### config.mk
export PLATFORM = sky130hd
export DESIGN_NAME = home_dir
export DESIGN_NICKNAME = d
export VERILOG_FILES = /design/src/rtl/dir_pkg.sv /design/src/rtl/sharer_pick.sv /design/src/rtl/dir_store.sv /design/src/rtl/home_dir.sv
export SDC_FILE = /design/constraint.sdc
export NUM_CORES = 1
export LEC_CHECK = 0
export CAP_MARGIN = 20
export CORE_MARGIN = 2
export CORE_UTILIZATION = 55
export CTS_CLUSTER_SIZE = 28
export DETAILED_ROUTE_END_ITERATION = 7
export GPL_ROUTABILITY_DRIVEN = 0
export PLACE_DENSITY = 0.83
export SYNTH_ARGS = -nofsm -noshare
export SYNTH_HDL_FRONTEND = slang
export SYNTH_SLANG_ARGS = --single-unit
### constraint.sdc
create_clock -name clk -period 6.3 [get_ports clk]
set_input_delay 1.26 -clock clk [delete_from_list [all_inputs] [get_ports clk]]
set_output_delay 1.26 -clock clk [all_outputs]
set_load 0.01 [all_outputs]
### src/rtl/dir_pkg.sv
package dir_pkg;

    typedef enum logic [1:0] {
        DS_UNC = 2'd0,
        DS_SHR = 2'd1,
        DS_EXC = 2'd2
    } dstate_e;

    typedef enum logic [1:0] {
        RQ_READ  = 2'd0,
        RQ_WRITE = 2'd1,
        RQ_WBACK = 2'd2,
        RQ_NONE  = 2'd3
    } req_kind_e;

    typedef enum logic [1:0] {
        MG_DATA      = 2'd0,
        MG_INV       = 2'd1,
        MG_FETCH     = 2'd2,
        MG_FETCH_INV = 2'd3
    } msg_kind_e;

    typedef enum logic [1:0] {
        ST_IDLE  = 2'd0,
        ST_INVAL = 2'd1,
        ST_REPLY = 2'd2,
        ST_WAIT  = 2'd3
    } fsm_e;

    localparam int unsigned SEED_BASE = 32'h0000_A000;

    function automatic int unsigned seed_word(int unsigned b);
        return SEED_BASE + b;
    endfunction

endpackage

### src/rtl/sharer_pick.sv
module sharer_pick #(
    parameter int N = 4,
    localparam int IW = $clog2(N)
) (
    input  logic [N-1:0]  vec,
    output logic          any,
    output logic [IW-1:0] idx,
    output logic [N-1:0]  oh
);
    // lowest set bit wins: the descending scan lets smaller indices override
    always_comb begin
        idx = '0;
        for (int i = N - 1; i >= 0; i--) begin
            if (vec[i]) idx = IW'(i);
        end
        any = |vec;
        oh  = any ? (N'(1) << idx) : '0;
    end
endmodule

### src/rtl/dir_store.sv
module dir_store
    import dir_pkg::*;
#(
    parameter int NPROC = 4,
    parameter int NBLK  = 8,
    parameter int DW    = 16,
    localparam int BW = $clog2(NBLK)
) (
    input  logic             clk,
    input  logic             rst,
    input  logic [BW-1:0]    blk,
    output dstate_e          rd_state,
    output logic [NPROC-1:0] rd_shr,
    output logic [DW-1:0]    rd_data,
    input  logic             dir_we,
    input  dstate_e          dir_wstate,
    input  logic [NPROC-1:0] dir_wshr,
    input  logic             mem_we,
    input  logic [DW-1:0]    mem_wdata
);
    dstate_e          st_q  [NBLK];
    logic [NPROC-1:0] shr_q [NBLK];
    logic [DW-1:0]    mem_q [NBLK];

    assign rd_state = st_q[blk];
    assign rd_shr   = shr_q[blk];
    assign rd_data  = mem_q[blk];

    always_ff @(posedge clk) begin
        if (rst) begin
            for (int b = 0; b < NBLK; b++) begin
                st_q[b]  <= DS_UNC;
                shr_q[b] <= '0;
                mem_q[b] <= DW'(seed_word(b));
            end
        end else begin
            if (dir_we) begin
                st_q[blk]  <= dir_wstate;
                shr_q[blk] <= dir_wshr;
            end
            if (mem_we) mem_q[blk] <= mem_wdata;
        end
    end

    // every entry keeps a presence vector consistent with its state
    for (genvar g = 0; g < NBLK; g++) begin : g_chk
        a_r1_entry_legal: assert property (@(posedge clk) disable iff (rst)
            ((st_q[g] == DS_UNC) -> (shr_q[g] == '0)) &&
            ((st_q[g] == DS_SHR) -> (shr_q[g] != '0)) &&
            ((st_q[g] == DS_EXC) -> $onehot(shr_q[g])) &&
            (st_q[g] != dstate_e'(2'd3)));
    end
endmodule

### src/rtl/home_dir.sv
module home_dir
    import dir_pkg::*;
#(
    parameter int NPROC = 4,
    parameter int NBLK  = 8,
    parameter int DW    = 16,
    localparam int IW = $clog2(NPROC),
    localparam int BW = $clog2(NBLK)
) (
    input  logic          clk,
    input  logic          rst,
    input  logic          req_valid,
    output logic          req_ready,
    input  logic [1:0]    req_kind,
    input  logic [IW-1:0] req_src,
    input  logic [BW-1:0] req_blk,
    input  logic [DW-1:0] req_data,
    input  logic          rsp_valid,
    input  logic [DW-1:0] rsp_data,
    output logic          msg_valid,
    output logic [1:0]    msg_kind,
    output logic [IW-1:0] msg_dst,
    output logic [BW-1:0] msg_blk,
    output logic [DW-1:0] msg_data
);
    typedef struct packed {
        req_kind_e     kind;
        logic [IW-1:0] src;
        logic [BW-1:0] blk;
    } cur_t;

    typedef struct packed {
        logic          valid;
        msg_kind_e     kind;
        logic [IW-1:0] dst;
        logic [BW-1:0] blk;
        logic [DW-1:0] data;
    } msg_t;

    fsm_e             st_q, st_n;
    cur_t             cur_q, cur_n;
    msg_t             msg_q, msg_n;
    logic [NPROC-1:0] pend_q, pend_n;

    logic [BW-1:0]    acc_blk;
    dstate_e          ent_state;
    logic [NPROC-1:0] ent_shr;
    logic [DW-1:0]    ent_data;
    logic             dir_we, mem_we;
    dstate_e          dir_wstate;
    logic [NPROC-1:0] dir_wshr;
    logic [DW-1:0]    mem_wdata;

    logic [NPROC-1:0] pick_vec, pick_oh;
    logic             pick_any;
    logic [IW-1:0]    pick_idx;

    logic [NPROC-1:0] new_bit, cur_bit, others;
    logic             idle;

    assign idle      = (st_q == ST_IDLE);
    assign req_ready = idle;
    assign acc_blk   = idle ? req_blk : cur_q.blk;
    assign new_bit   = NPROC'(1) << req_src;
    assign cur_bit   = NPROC'(1) << cur_q.src;
    assign others    = ent_shr & ~new_bit;
    assign pick_vec  = (st_q == ST_INVAL) ? pend_q : ent_shr;

    dir_store #(.NPROC(NPROC), .NBLK(NBLK), .DW(DW)) u_store (
        .clk        (clk),
        .rst        (rst),
        .blk        (acc_blk),
        .rd_state   (ent_state),
        .rd_shr     (ent_shr),
        .rd_data    (ent_data),
        .dir_we     (dir_we),
        .dir_wstate (dir_wstate),
        .dir_wshr   (dir_wshr),
        .mem_we     (mem_we),
        .mem_wdata  (mem_wdata)
    );

    // one picker serves both the owner lookup and the invalidate scan
    sharer_pick #(.N(NPROC)) u_pick (
        .vec (pick_vec),
        .any (pick_any),
        .idx (pick_idx),
        .oh  (pick_oh)
    );

    always_comb begin
        st_n       = st_q;
        cur_n      = cur_q;
        pend_n     = pend_q;
        msg_n      = '0;
        msg_n.blk  = acc_blk;
        dir_we     = 1'b0;
        dir_wstate = DS_UNC;
        dir_wshr   = '0;
        mem_we     = 1'b0;
        mem_wdata  = '0;
        unique case (st_q)
            ST_IDLE: begin
                if (req_valid) begin
                    cur_n = '{kind: req_kind_e'(req_kind), src: req_src, blk: req_blk};
                    unique case (req_kind_e'(req_kind))
                        RQ_READ: begin
                            if (ent_state == DS_EXC) begin
                                msg_n = '{1'b1, MG_FETCH, pick_idx, req_blk, '0};
                                st_n  = ST_WAIT;
                            end else begin
                                msg_n      = '{1'b1, MG_DATA, req_src, req_blk, ent_data};
                                dir_we     = 1'b1;
                                dir_wstate = DS_SHR;
                                dir_wshr   = (ent_state == DS_SHR) ? (ent_shr | new_bit) : new_bit;
                            end
                        end
                        RQ_WRITE: begin
                            if (ent_state == DS_EXC) begin
                                msg_n = '{1'b1, MG_FETCH_INV, pick_idx, req_blk, '0};
                                st_n  = ST_WAIT;
                            end else if (ent_state == DS_SHR && others != '0) begin
                                pend_n = others;
                                st_n   = ST_INVAL;
                            end else begin
                                msg_n      = '{1'b1, MG_DATA, req_src, req_blk, ent_data};
                                dir_we     = 1'b1;
                                dir_wstate = DS_EXC;
                                dir_wshr   = new_bit;
                            end
                        end
                        RQ_WBACK: begin
                            if (ent_state == DS_EXC && ent_shr == new_bit) begin
                                mem_we     = 1'b1;
                                mem_wdata  = req_data;
                                dir_we     = 1'b1;
                                dir_wstate = DS_UNC;
                                dir_wshr   = '0;
                            end
                        end
                        default: ;
                    endcase
                end
            end
            ST_INVAL: begin
                if (pick_any) begin
                    msg_n = '{1'b1, MG_INV, pick_idx, cur_q.blk, '0};
                end
                pend_n = pend_q & ~pick_oh;
                if ((pend_q & ~pick_oh) == '0) st_n = ST_REPLY;
            end
            ST_REPLY: begin
                msg_n      = '{1'b1, MG_DATA, cur_q.src, cur_q.blk, ent_data};
                dir_we     = 1'b1;
                dir_wstate = DS_EXC;
                dir_wshr   = cur_bit;
                st_n       = ST_IDLE;
            end
            ST_WAIT: begin
                if (rsp_valid) begin
                    msg_n      = '{1'b1, MG_DATA, cur_q.src, cur_q.blk, rsp_data};
                    mem_we     = 1'b1;
                    mem_wdata  = rsp_data;
                    dir_we     = 1'b1;
                    if (cur_q.kind == RQ_READ) begin
                        dir_wstate = DS_SHR;
                        dir_wshr   = ent_shr | cur_bit;
                    end else begin
                        dir_wstate = DS_EXC;
                        dir_wshr   = cur_bit;
                    end
                    st_n = ST_IDLE;
                end
            end
            default: st_n = ST_IDLE;
        endcase
    end

    always_ff @(posedge clk) begin
        if (rst) begin
            st_q   <= ST_IDLE;
            cur_q  <= '0;
            pend_q <= '0;
            msg_q  <= '0;
        end else begin
            st_q   <= st_n;
            cur_q  <= cur_n;
            pend_q <= pend_n;
            msg_q  <= msg_n;
        end
    end

    assign msg_valid = msg_q.valid;
    assign msg_kind  = msg_q.kind;
    assign msg_dst   = msg_q.dst;
    assign msg_blk   = msg_q.blk;
    assign msg_data  = msg_q.data;

    // an invalidate never targets the processor whose write caused it
    a_r5_inv_skips_req: assert property (@(posedge clk) disable iff (rst)
        (msg_valid && msg_kind == MG_INV) |-> (msg_dst != cur_q.src));

    // the end of an invalidate burst is followed by the data reply
    a_r5_burst_then_reply: assert property (@(posedge clk) disable iff (rst)
        (st_q == ST_REPLY) |=> (msg_valid && msg_kind == MG_DATA));

    // a recall is always followed by waiting for the owner
    a_r6_recall_waits: assert property (@(posedge clk) disable iff (rst)
        (msg_valid && (msg_kind == MG_FETCH || msg_kind == MG_FETCH_INV)) |-> (st_q == ST_WAIT));

    // nothing is sent while the owner response is outstanding
    a_r10_wait_quiet: assert property (@(posedge clk) disable iff (rst)
        (st_q == ST_WAIT && !rsp_valid) |=> !msg_valid);

    // a write-back never produces a message
    a_r8_wback_silent: assert property (@(posedge clk) disable iff (rst)
        (req_valid && req_ready && req_kind == 2'd2) |=> !msg_valid);
endmodule

==> impl_results.md, run 1 <==
- Syn nets: ~970
- Final setup violation count: 0
- Core Util, Final: between 60% and 70%
- Xor/xnor share of the synthesized area: 0%
- Clock buffer depth: 3
- Post-synth EDFFs: about 180
- Delay-heaviest family, CP: compound AO/OA/AOI/OAI gates
- GRT overflow: 0
- Cell chosen for the clock root: clkbuf_16
- Yosys warns: 0
- Netlist cell types: 62
- Largest net degree at the start of global routing: 28
- Post-synthesis mux area share: approximately 1.8%
- Die width: ~140 um
- Worst hold slack: around 0.47 ns
- Die Height: ~140 um
- Initial antenna violation count: 0
- Antenna diodes: 0
- Max transition margin: between 30% and 40%
- Lkg Pwr: approximately 3.8 nW
- Post-DP HPWL: between 15 and 20 mm
- CTS tree: built
- Max Cap Viol: 0
- Fraction of the yosys area taken by sequential cells: about three fifths
- WL final: between 20 and 30 mm
- Resized Gates After CTS: 0
- CTS Buf Count: 22
- Nets: between 1,000 and 1,500
- H-tree levels: 1
- Initial Util: a little under three fifths
- Period minus WS final: ~5.4 ns
- Vias per cell: 6.57
- Post-Syn Instances: 910
- Area grow syn2layout: 17.4%
- Critical path's largest stage delay: a little under 0.8 ns
- Total die area: 18,900 sq um
- Average size of a mapped cell: 10.8 sq um
- Synth top area share: 53.8%
- Vias in the first global route: between 7,000 and 8,000
- Via Count: ~8,000
- Fmax: 0.186 GHz
- Buf/Inv on CP: 2
- Share of cells above drive strength 1: about a tenth
- Hold crit path type: flip-flop to flip-flop
- Max-slew violations: 0
- Simple-gate share of the synthesized area: about 17%
- Boundary pin count: 68
- Synth Area in Compound Gates: 15.3%
- Post-synthesis cell area: around 9800 sq um
- Core Region: approximately 17,000 sq um
- Clock Latency Late Sink: roughly 0.52 ns
- Clock Skew: 0.0208 ns
- Final hold viol count: 0
- Pwr dens: 347 nW/um^2
- Worst Path Required: 6.43 ns
- FILL cells: roughly 1,300
- Antenna Nets Post-Route: 0
- Setup WS pre-CTS: between 0.5 and 0.6 ns
- Initial drt markers: between 1,000 and 1,500
- Inst Count DP: 1,181
- Peak supply drop: about 210 uV
- Total setup buffers inserted after CTS: 0
- DR WL/cell: 22.9 um
- CP max-delay cell: ha_1
- PnR worst setup slack: around 0.92 ns
- Setup TNS Final: 0 ns
- Post-Synth Adder-Cell Area: about 1.8%
- Unrepaired setup endpoints after global routing: no
- Crit-path cells: inv_1 -> ha_1 -> mux2i_4 -> buf_4 -> nand2_1 -> nand3_1 -> nand4_1 -> ha_1 -> nor4b_1 -> nand4_1 -> a2111oi_4 -> or2_1 -> o21ai_2 -> o21ai_0
- Final worst path period share: a little under nine tenths
- Top cells by count, synth: edfxtp_1, nor2_1, nand2_1
- Initial DRT Pass Iterations: 6
- GRT Util Overall: between 20% and 30%
- IO buf count: 67
- Crit end category: flip-flop
- Count leader, synth: edfxtp_1
- CTS clk-pin slew, worst paths: ~0.070 ns
- Setup crit start kind: flip-flop
- FF+latch count, synth: 213
- Data arrival time of the worst path: about 5.5 ns
- Drt drc: 0
- # rows: between 40 and 50
- Largest family of logic cells by synthesized area: simple AND/OR/NAND/NOR gates
- Global-route wire length before repair: 42.1 mm
- CTS Sinks: around 210
- Non-filler instance count after layout: 1,218
- Post-synth top area cell: edfxtp_1
- Main synth FF type: edfxtp_1
- Crit path kind: flip-flop to flip-flop
- Hold buffers post-CTS: 0
- Status: completed
- Async SR Flop Fraction: 0%
- CP Max Fanout: 27
- Synth top area cells: edfxtp_1, dfxtp_1, nor2_1
- Slew @ Worst Pin: ~1.0 ns
registers in the layout, indices dropped and copies added, names as in the netlist:
signal         cells
pend_q             4
st_q               2
msg_valid          1
u_store.mem_q    128
msg_kind           2
u_store.st_q      16
msg_dst            2
msg_data          16
u_store.shr_q     32
msg_blk            3
cur_q              7
area by class of cell:
cell class | instances | area (sq um) | share of cell area [%]
clock buffer | 25 | 572 | 4.96
tap | 225 | 282 | 2.44
inverter | 16 | 60.1 | 0.521
multi-input combinational | 626 | 3520 | 30.5
clock inverter | 12 | 153 | 1.32
sequential | 213 | 6030 | 52.2
timing repair buffer | 101 | 926 | 8.03
cell families after synthesis:
kind of cell / after synthesis
compound gates: 212
fa+ha+maj: 14
buf+inv: 71
flops: 213
mux: 17
simple gates: 383
where the power goes:
group / leakage, nW / switching (mW) / internal [mW] / total (mW)
Clock: 0.354 / 0.536 / 0.775 / 1.31
Sequential: 2.02 / 0.0451 / 1.62 / 1.66
Combinational: 1.39 / 0.678 / 0.355 / 1.03
cell usage in the layout, fill, tap and decap left out, drive strengths merged, types with 3 or more instances in the layout:
master | netlist | final
nor3 | 32 | 32
nand4 | 3 | 3
a32o | 5 | 5
inv | 16 | 17
nand3 | 21 | 21
a211o | 3 | 3
a31oi | 4 | 4
and2 | 3 | 3
nor2 | 155 | 155
clkdlybuf4s50 | 0 | 67
a21o | 19 | 19
mux2i | 14 | 14
o21a | 4 | 4
or2 | 3 | 3
o22ai | 74 | 74
or4 | 8 | 8
a221oi | 3 | 3
nand2 | 139 | 139
mux2 | 3 | 3
a211oi | 18 | 18
dfxtp | 37 | 37
nor4b | 4 | 4
nand2b | 5 | 5
bufinv | 0 | 3
edfxtp | 176 | 176
a21oi | 18 | 18
o211ai | 8 | 8
buf | 23 | 34
nor2b | 3 | 3
ha | 13 | 13
clkbuf | 32 | 25
a2111oi | 3 | 3
o21ai | 31 | 31
clkinv | 0 | 6
or3 | 3 | 3
o221ai | 5 | 5
o31ai | 4 | 4
worst paths after layout:
path	slack, ns	cells past startpoint	endpoint	start
min	0.47	2	cur_q[6]	cur_q[6]
max reg2reg	0.92	14	u_store.shr_q[7][1]	st_q[1]
min reg2reg	0.47	2	cur_q[6]	cur_q[6]
max	0.92	14	u_store.shr_q[7][1]	st_q[1]
routing by layer:
metal  GRT usage, %  routed length (um)
met1           41.2               10700
met2           46.0               12700
met3           7.65                3580
met4           9.97                 908
met5              0                   0
through the flow:
stage	area (sq um)	power (mW)
after floorplan	9820	2.32
after global placement	10800	2.67
after detailed placement	10800	2.69
after CTS	11500	3.98
after global routing	11500	4.14
final	11500	4.01
worst register-to-register path, cell delays in order, from the launching register on:
cell and delay, ns:
dfxtp_1 0.34, inv_1 0.11, ha_1 0.78, mux2i_4 0.50, buf_4 0.38, nand2_1 0.13, nand3_1 0.11, nand4_1 0.25
ha_1 0.36, nor4b_1 0.34, nand4_1 0.19, a2111oi_4 0.31, or2_1 0.21, o21ai_2 0.23, o21ai_0 0.77
(Power assumes the default switching activity.)
==> inputs of run 2 (changes only) <==
--- a/config.mk
+++ b/config.mk
@@ -5,13 +5,15 @@
 export SDC_FILE = /design/constraint.sdc
 export NUM_CORES = 1
 export LEC_CHECK = 0
+export ABC_CLOCK_PERIOD_IN_PS = 6300
 export CAP_MARGIN = 20
 export CORE_MARGIN = 2
-export CORE_UTILIZATION = 55
+export CORE_UTILIZATION = 30
+export CTS_CLUSTER_DIAMETER = 60
 export CTS_CLUSTER_SIZE = 28
 export DETAILED_ROUTE_END_ITERATION = 7
 export GPL_ROUTABILITY_DRIVEN = 0
-export PLACE_DENSITY = 0.83
+export PLACE_DENSITY = 0.54
 export SYNTH_ARGS = -nofsm -noshare
 export SYNTH_HDL_FRONTEND = slang
 export SYNTH_SLANG_ARGS = --single-unit
==> impl_results.md, run 2 (synthesis results as in run 1) <==
- Area grow syn2layout: 21.7%
- Resized Gates After CTS: 0
- Crit end category: flip-flop
- Die Height: between 150 and 200 um
- WL final: about 31 mm
- Cell chosen for the clock root: clkbuf_16
- Worst Path Required: ~6.6 ns
- Initial Util: 30.3%
- Setup TNS Final: 0 ns
- Worst reg2reg path depth: 13
- Vias per cell: about 5.3
- Antenna diodes: 0
- Slew @ Worst Pin: just over 1 ns
- Worst hold slack: approximately 0.47 ns
- Total setup buffers inserted after CTS: 0
- Status: completed
- Worst reg2reg startpoint: st_q[0]
- # rows: between 60 and 70
- Antenna Nets Post-Route: 0
- Tot Pwr: approximately 4.1 mW
- PnR worst setup slack: ~1.2 ns
- Final hold viol count: 0
- Core Region: ~32,000 sq um
- Max Cap Viol: 0
- Share of cells above drive strength 1: a little over a tenth
- Commonest cells after routing, fill and taps aside: edfxtp_1, nor2_1, nand2_1
- Via Count: between 7,000 and 8,000
- Final worst path period share: 80.5%
- H-tree levels: 1
- CTS tree: built
- Post-DP HPWL: ~20 mm
- DR WL/cell: approximately 21 um
- Clock Latency Late Sink: roughly 0.52 ns
- Critical path's largest stage delay: between 0.5 and 0.6 ns
- Initial antenna violation count: 0
- Hold buffers post-CTS: 0
- Clock buffer depth: 3
- Hold_sp: cur_q[6]
- Peak supply drop: roughly 190 uV
- Lkg Pwr: around 3.8 nW
- CP Max Fanout: 21
- CTS clk-pin slew, worst paths: 0.08 ns
- Crit path kind: primary input to flip-flop
- Regs by FF count: u_store.mem_q x128, u_store.shr_q x32
- CTS Buf Count: 20
- Largest net degree at the start of global routing: 26
- Data arrival time of the worst path: 5.32 ns
- Boundary pin count: 68
- CTS Sinks: ~210
- Final setup violation count: 0
- Worst r2r dst: u_store.shr_q[0][3]
- Period minus WS final: approximately 5.1 ns
- Vias in the first global route: between 7,000 and 8,000
- Max reg flops: approximately 130
- Setup crit start kind: primary input
- Most common cell after layout, fill and taps aside: edfxtp_1
- Max-slew violations: 0
- Die width: 185 um
- Total die area: approximately 34,000 sq um
- Initial DRT Pass Iterations: 5
- Hold crit path type: flip-flop to flip-flop
- Global-route wire length before repair: 45.9 mm
- Nets: ~1,000
- Fmax: around 0.2 GHz
- GRT overflow: 0
- Max transition margin: between 30% and 40%
- Drt drc: 0
- CP max-delay cell: clkdlybuf4s50_1
- R2R Setup Slk: 1.48 ns
- CP startpoint: req_blk[0]
- Crit-path cells: clkdlybuf4s50_1 -> mux2i_4 -> buf_4 -> nand2_1 -> nand3_1 -> nand4_1 -> ha_1 -> nor4b_1 -> nand4_1 -> a2111oi_4 -> buf_4 -> o21ai_1 -> nor2_1 -> nand2_1
- GRT Util Overall: 17.9%
- Largest register by flop count: u_store.mem_q
- Termination of the worst setup path: u_store.mem_q[5][13]
- Unrepaired setup endpoints after global routing: no
- Clock Skew: 0.0266 ns
- IO buf count: 67
- Setup WS pre-CTS: about 0.73 ns
- Pwr dens: roughly 340 nW/um^2
- Initial drt markers: about 890
[run 2: changes by cell type in the layout (fill, tap and decap cells not counted), moves of 2 or more]
cell	previous run	this run
buf_4	34	48
bufinv_16	3	1
clkbuf_1	2	0
clkinv_2	5	0
clkinvlp_4	2	0
inv_12	0	3
inv_16	0	3
inv_6	0	2
[run 2: stage by stage]
| step | std cells | utilization, % | cell area, sq um |
|---|---|---|---|
| 2_1_floorplan | 910 | - | 9820 |
| 3_3_place_gp | 1412 | 34.6 | 11200 |
| 3_5_place_dp | 1412 | 34.6 | 11200 |
| 4_1_cts | 1448 | 36.9 | 12000 |
| 5_1_grt | 1448 | 36.9 | 12000 |
| 6_report | 1448 | 36.9 | 12000 |
[run 2: per-layer routing]
| layer | share of wire [%] | up-vias | routed length, um | global-route usage [%] |
|---|---|---|---|---|
| li1 | - | 3542 | - | - |
| met1 | 46 | 3832 | 14100 | 26.1 |
| met2 | 45 | 304 | 13900 | 28.1 |
| met3 | 7.0 | 49 | 2150 | 2.16 |
| met4 | 2.5 | 0 | 761 | 4.92 |
| met5 | 0 | - | 0 | 0 |
[run 2: critical path: cells and delay by family]
kind                       cells  cell delay (ns)
muxes                          1             0.37
adders and majority gates      1             0.36
buffers and inverters          3             1.20
and+or+nand+nor                7             1.48
AOI/OAI and AO/OA              2             0.66
[run 2: layout make-up]
cell class / count / area [sq um]
Timing Repair Buffer: 115 / 1030
Fill cell: 3280 / 20400
Inverter: 16 / 60.1
Clock buffer: 21 / 526
Tap cell: 442 / 553
Sequential cell: 213 / 6030
Multi-Input combinational cell: 626 / 3520
Clock inverter: 15 / 243
[run 2: worst min-delay path by stage]
stage               endpoint  depth (start not counted)  slack [ns]
floorplan           cur_q[5]                          2        0.44
global placement    cur_q[5]                          2        0.44
detailed placement  cur_q[6]                          2        0.46
CTS                 cur_q[6]                          2        0.47
global route        cur_q[6]                          2        0.51
finish              cur_q[6]                          2        0.47
[run 2: where the power goes]
group	internal (mW)	switching, mW	leakage, nW
Combinational	0.378	0.698	1.46
Sequential	1.61	0.0461	2.02
Clock	0.717	0.666	0.370
Total	2.71	1.41	3.85
==> inputs of run 3 (changes only) <==
--- a/config.mk
+++ b/config.mk
@@ -5,7 +5,7 @@
 export SDC_FILE = /design/constraint.sdc
 export NUM_CORES = 1
 export LEC_CHECK = 0
-export ABC_CLOCK_PERIOD_IN_PS = 6300
+export ABC_CLOCK_PERIOD_IN_PS = 4800
 export CAP_MARGIN = 20
 export CORE_MARGIN = 2
 export CORE_UTILIZATION = 30
==> constraint.sdc (replaced) <==
create_clock -name clk -period 4.8 [get_ports clk]
set_input_delay 0.96 -clock clk [delete_from_list [all_inputs] [get_ports clk]]
set_output_delay 0.96 -clock clk [all_outputs]
set_load 0.01 [all_outputs]
==> impl_results.md, run 3 (synthesis results as in run 1) <==
- Status: completed
- CTS clk-pin slew, worst paths: ~0.06 ns
- Hold crit path type: flip-flop to flip-flop
- Drt drc: 0
- Critical path's largest stage delay: 0.62 ns
- Clock Latency Late Sink: ~0.5 ns
- Initial Util: 30.3%
- Net switching share of the total power: between 30 and 40%
- Clock power share: 30.0%
- Global-route wire length before repair: between 40 and 50 mm
- Max transition margin: 32.1%
- Boundary pin count: 68
- Max reg flops: 128
- Via Count: 7,797
- Inst Count DP: about 1,500
- Die Height: approximately 180 um
- Largest register by flop count: u_store.mem_q
- IO buf count: 67
- Crit path kind: primary input to flip-flop
- Buf/Inv on CP: 5
- Initial antenna violation count: 0
- DR WL/cell: roughly 21 um
- Part of the power in registers: about two fifths
- Lkg Pwr: roughly 4 nW
- Core Util, Final: between 30% and 40%
- Final worst path period share: about nine tenths
- Nets: approximately 1,100
- Antenna diodes: 0
- Antenna Nets Post-Route: 0
- Commonest cells after routing, fill and taps aside: edfxtp_1, nor2_1, nand2_1
- Max-slew violations: 0
- Unrepaired setup endpoints after global routing: no
- Clock Skew: around 0.012 ns
- Regs by FF count: u_store.mem_q x128, u_store.shr_q x32
- Area grow syn2layout: 24.4%
- Slew @ Worst Pin: 1.02 ns
- CTS Sinks: between 200 and 250
- Hold buffers post-CTS: 0
- Crit-path cells: clkdlybuf4s50_1 -> mux2i_4 -> buf_12 -> nand3_1 -> o21ai_0 -> a221oi_1 -> buf_4 -> ha_1 -> nor4b_1 -> nand4_1 -> a2111oi_4 -> or2_1 -> o21ai_2 -> buf_12 -> o21ai_0 -> buf_4
- Initial DRT Pass Iterations: 5
- Max Cap Viol: 0
- Share of cells above drive strength 1: around 14%
- Vias per cell: 5.24
- Die width: about 180 um
- Cell chosen for the clock root: clkbuf_16
- Vias in the first global route: between 7,000 and 8,000
- CTS tree: built
- Tot Pwr: 5.32 mW
- CP Max Fanout: 34
- Clock buffer depth: 3
- Peak supply drop: between 200 and 300 uV
- Initial drt markers: just under 800
- Largest net degree at the start of global routing: 35
- GRT Util Overall: between 10% and 20%
- Non-filler instance count after layout: 1,487
- Delay-heaviest family, CP: buffers and inverters
- CTS Buf Count: 20
- Core Region: ~32,000 sq um
- H-tree levels: 1
- Pwr dens: between 400 and 500 nW/um^2
- GRT overflow: 0
- Fmax: between 0.2 and 0.25 GHz
- Pint: ~3.6 mW
- Crit end category: flip-flop
- Total setup buffers inserted after CTS: 0
- Period minus WS final: 4.37 ns
- Resized Gates After CTS: 0
- Total die area: 34,200 sq um
- Gate power share: 29.1%
- FILL cells: ~3,300
- Most common cell after layout, fill and taps aside: edfxtp_1
- Setup crit start kind: primary input
- # rows: 66
- Psw: around 1.8 mW
- Post-DP HPWL: 21.0 mm
- Final hold viol count: 0
- CP max-delay cell: clkdlybuf4s50_1
- Worst Path Required: 5.03 ns
- Final setup violation count: 0
- WL final: about 32 mm
- Data arrival time of the worst path: between 4 and 5 ns
run 3: routing by layer:
layer | global-route usage, % | vias to the layer above | routed length [um]
met5 | 0 | - | 0
met4 | 4.13 | 0 | 598
met3 | 2.91 | 33 | 2070
met2 | 28.9 | 277 | 14500
met1 | 26.5 | 3857 | 14400
li1 | - | 3630 | -
run 3: cell type report:
class / instances / area, sq um / share of cell area [%]
inverter: 16 / 60.1 / 0.491
clock inverter: 11 / 109 / 0.891
sequential: 213 / 6030 / 49.3
multi-input combinational: 626 / 3520 / 28.8
tap: 442 / 553 / 4.53
clock buffer: 25 / 541 / 4.42
timing repair buffer: 154 / 1410 / 11.5
run 3: worst paths after layout:
path	end	slack, ns	from	cells after the start
hold / removal	cur_q[5]	0.47	cur_q[5]	2
setup / recovery	u_store.shr_q[4][0]	0.43	req_blk[0]	16
hold reg to reg	cur_q[5]	0.47	cur_q[5]	2
setup reg to reg	u_store.shr_q[4][0]	0.53	st_q[1]	16
run 3: power groups by stage:
stage	registers, mW	logic [mW]	clock network [mW]
floorplan	2.22	0.816	0
global placement	2.22	1.53	0
detailed placement	2.22	1.53	0
CTS	2.18	1.54	1.62
global route	2.19	1.67	1.68
finish	2.18	1.55	1.59
run 3: worst reg2reg max path, cell delays in order (launching register included):
cell and delay [ns]:
dfxtp_1 0.35, inv_1 0.12, ha_2 0.34, mux2_2 0.48
nand3_1 0.12, o21ai_0 0.08, a221oi_1 0.30, buf_4 0.18
ha_1 0.22, nor4b_1 0.34, nand4_1 0.26, a2111oi_4 0.36
or2_1 0.20, o21ai_2 0.08, buf_12 0.17, o21ai_0 0.22
buf_4 0.18
run 3: metrics by stage:
stage	TNS, ns	instance area [sq um]	hold slack (ns)	setup WS (ns)
5_1_grt	0	12200	0.514	0.0401
6_report	0	12200	0.471	0.432
4_1_cts	0	12200	0.477	0.382
3_5_place_dp	-0.325	11600	0.468	-0.0441
2_1_floorplan	0	9820	0.436	0.100
3_3_place_gp	-0.0231	11600	0.446	-0.00579
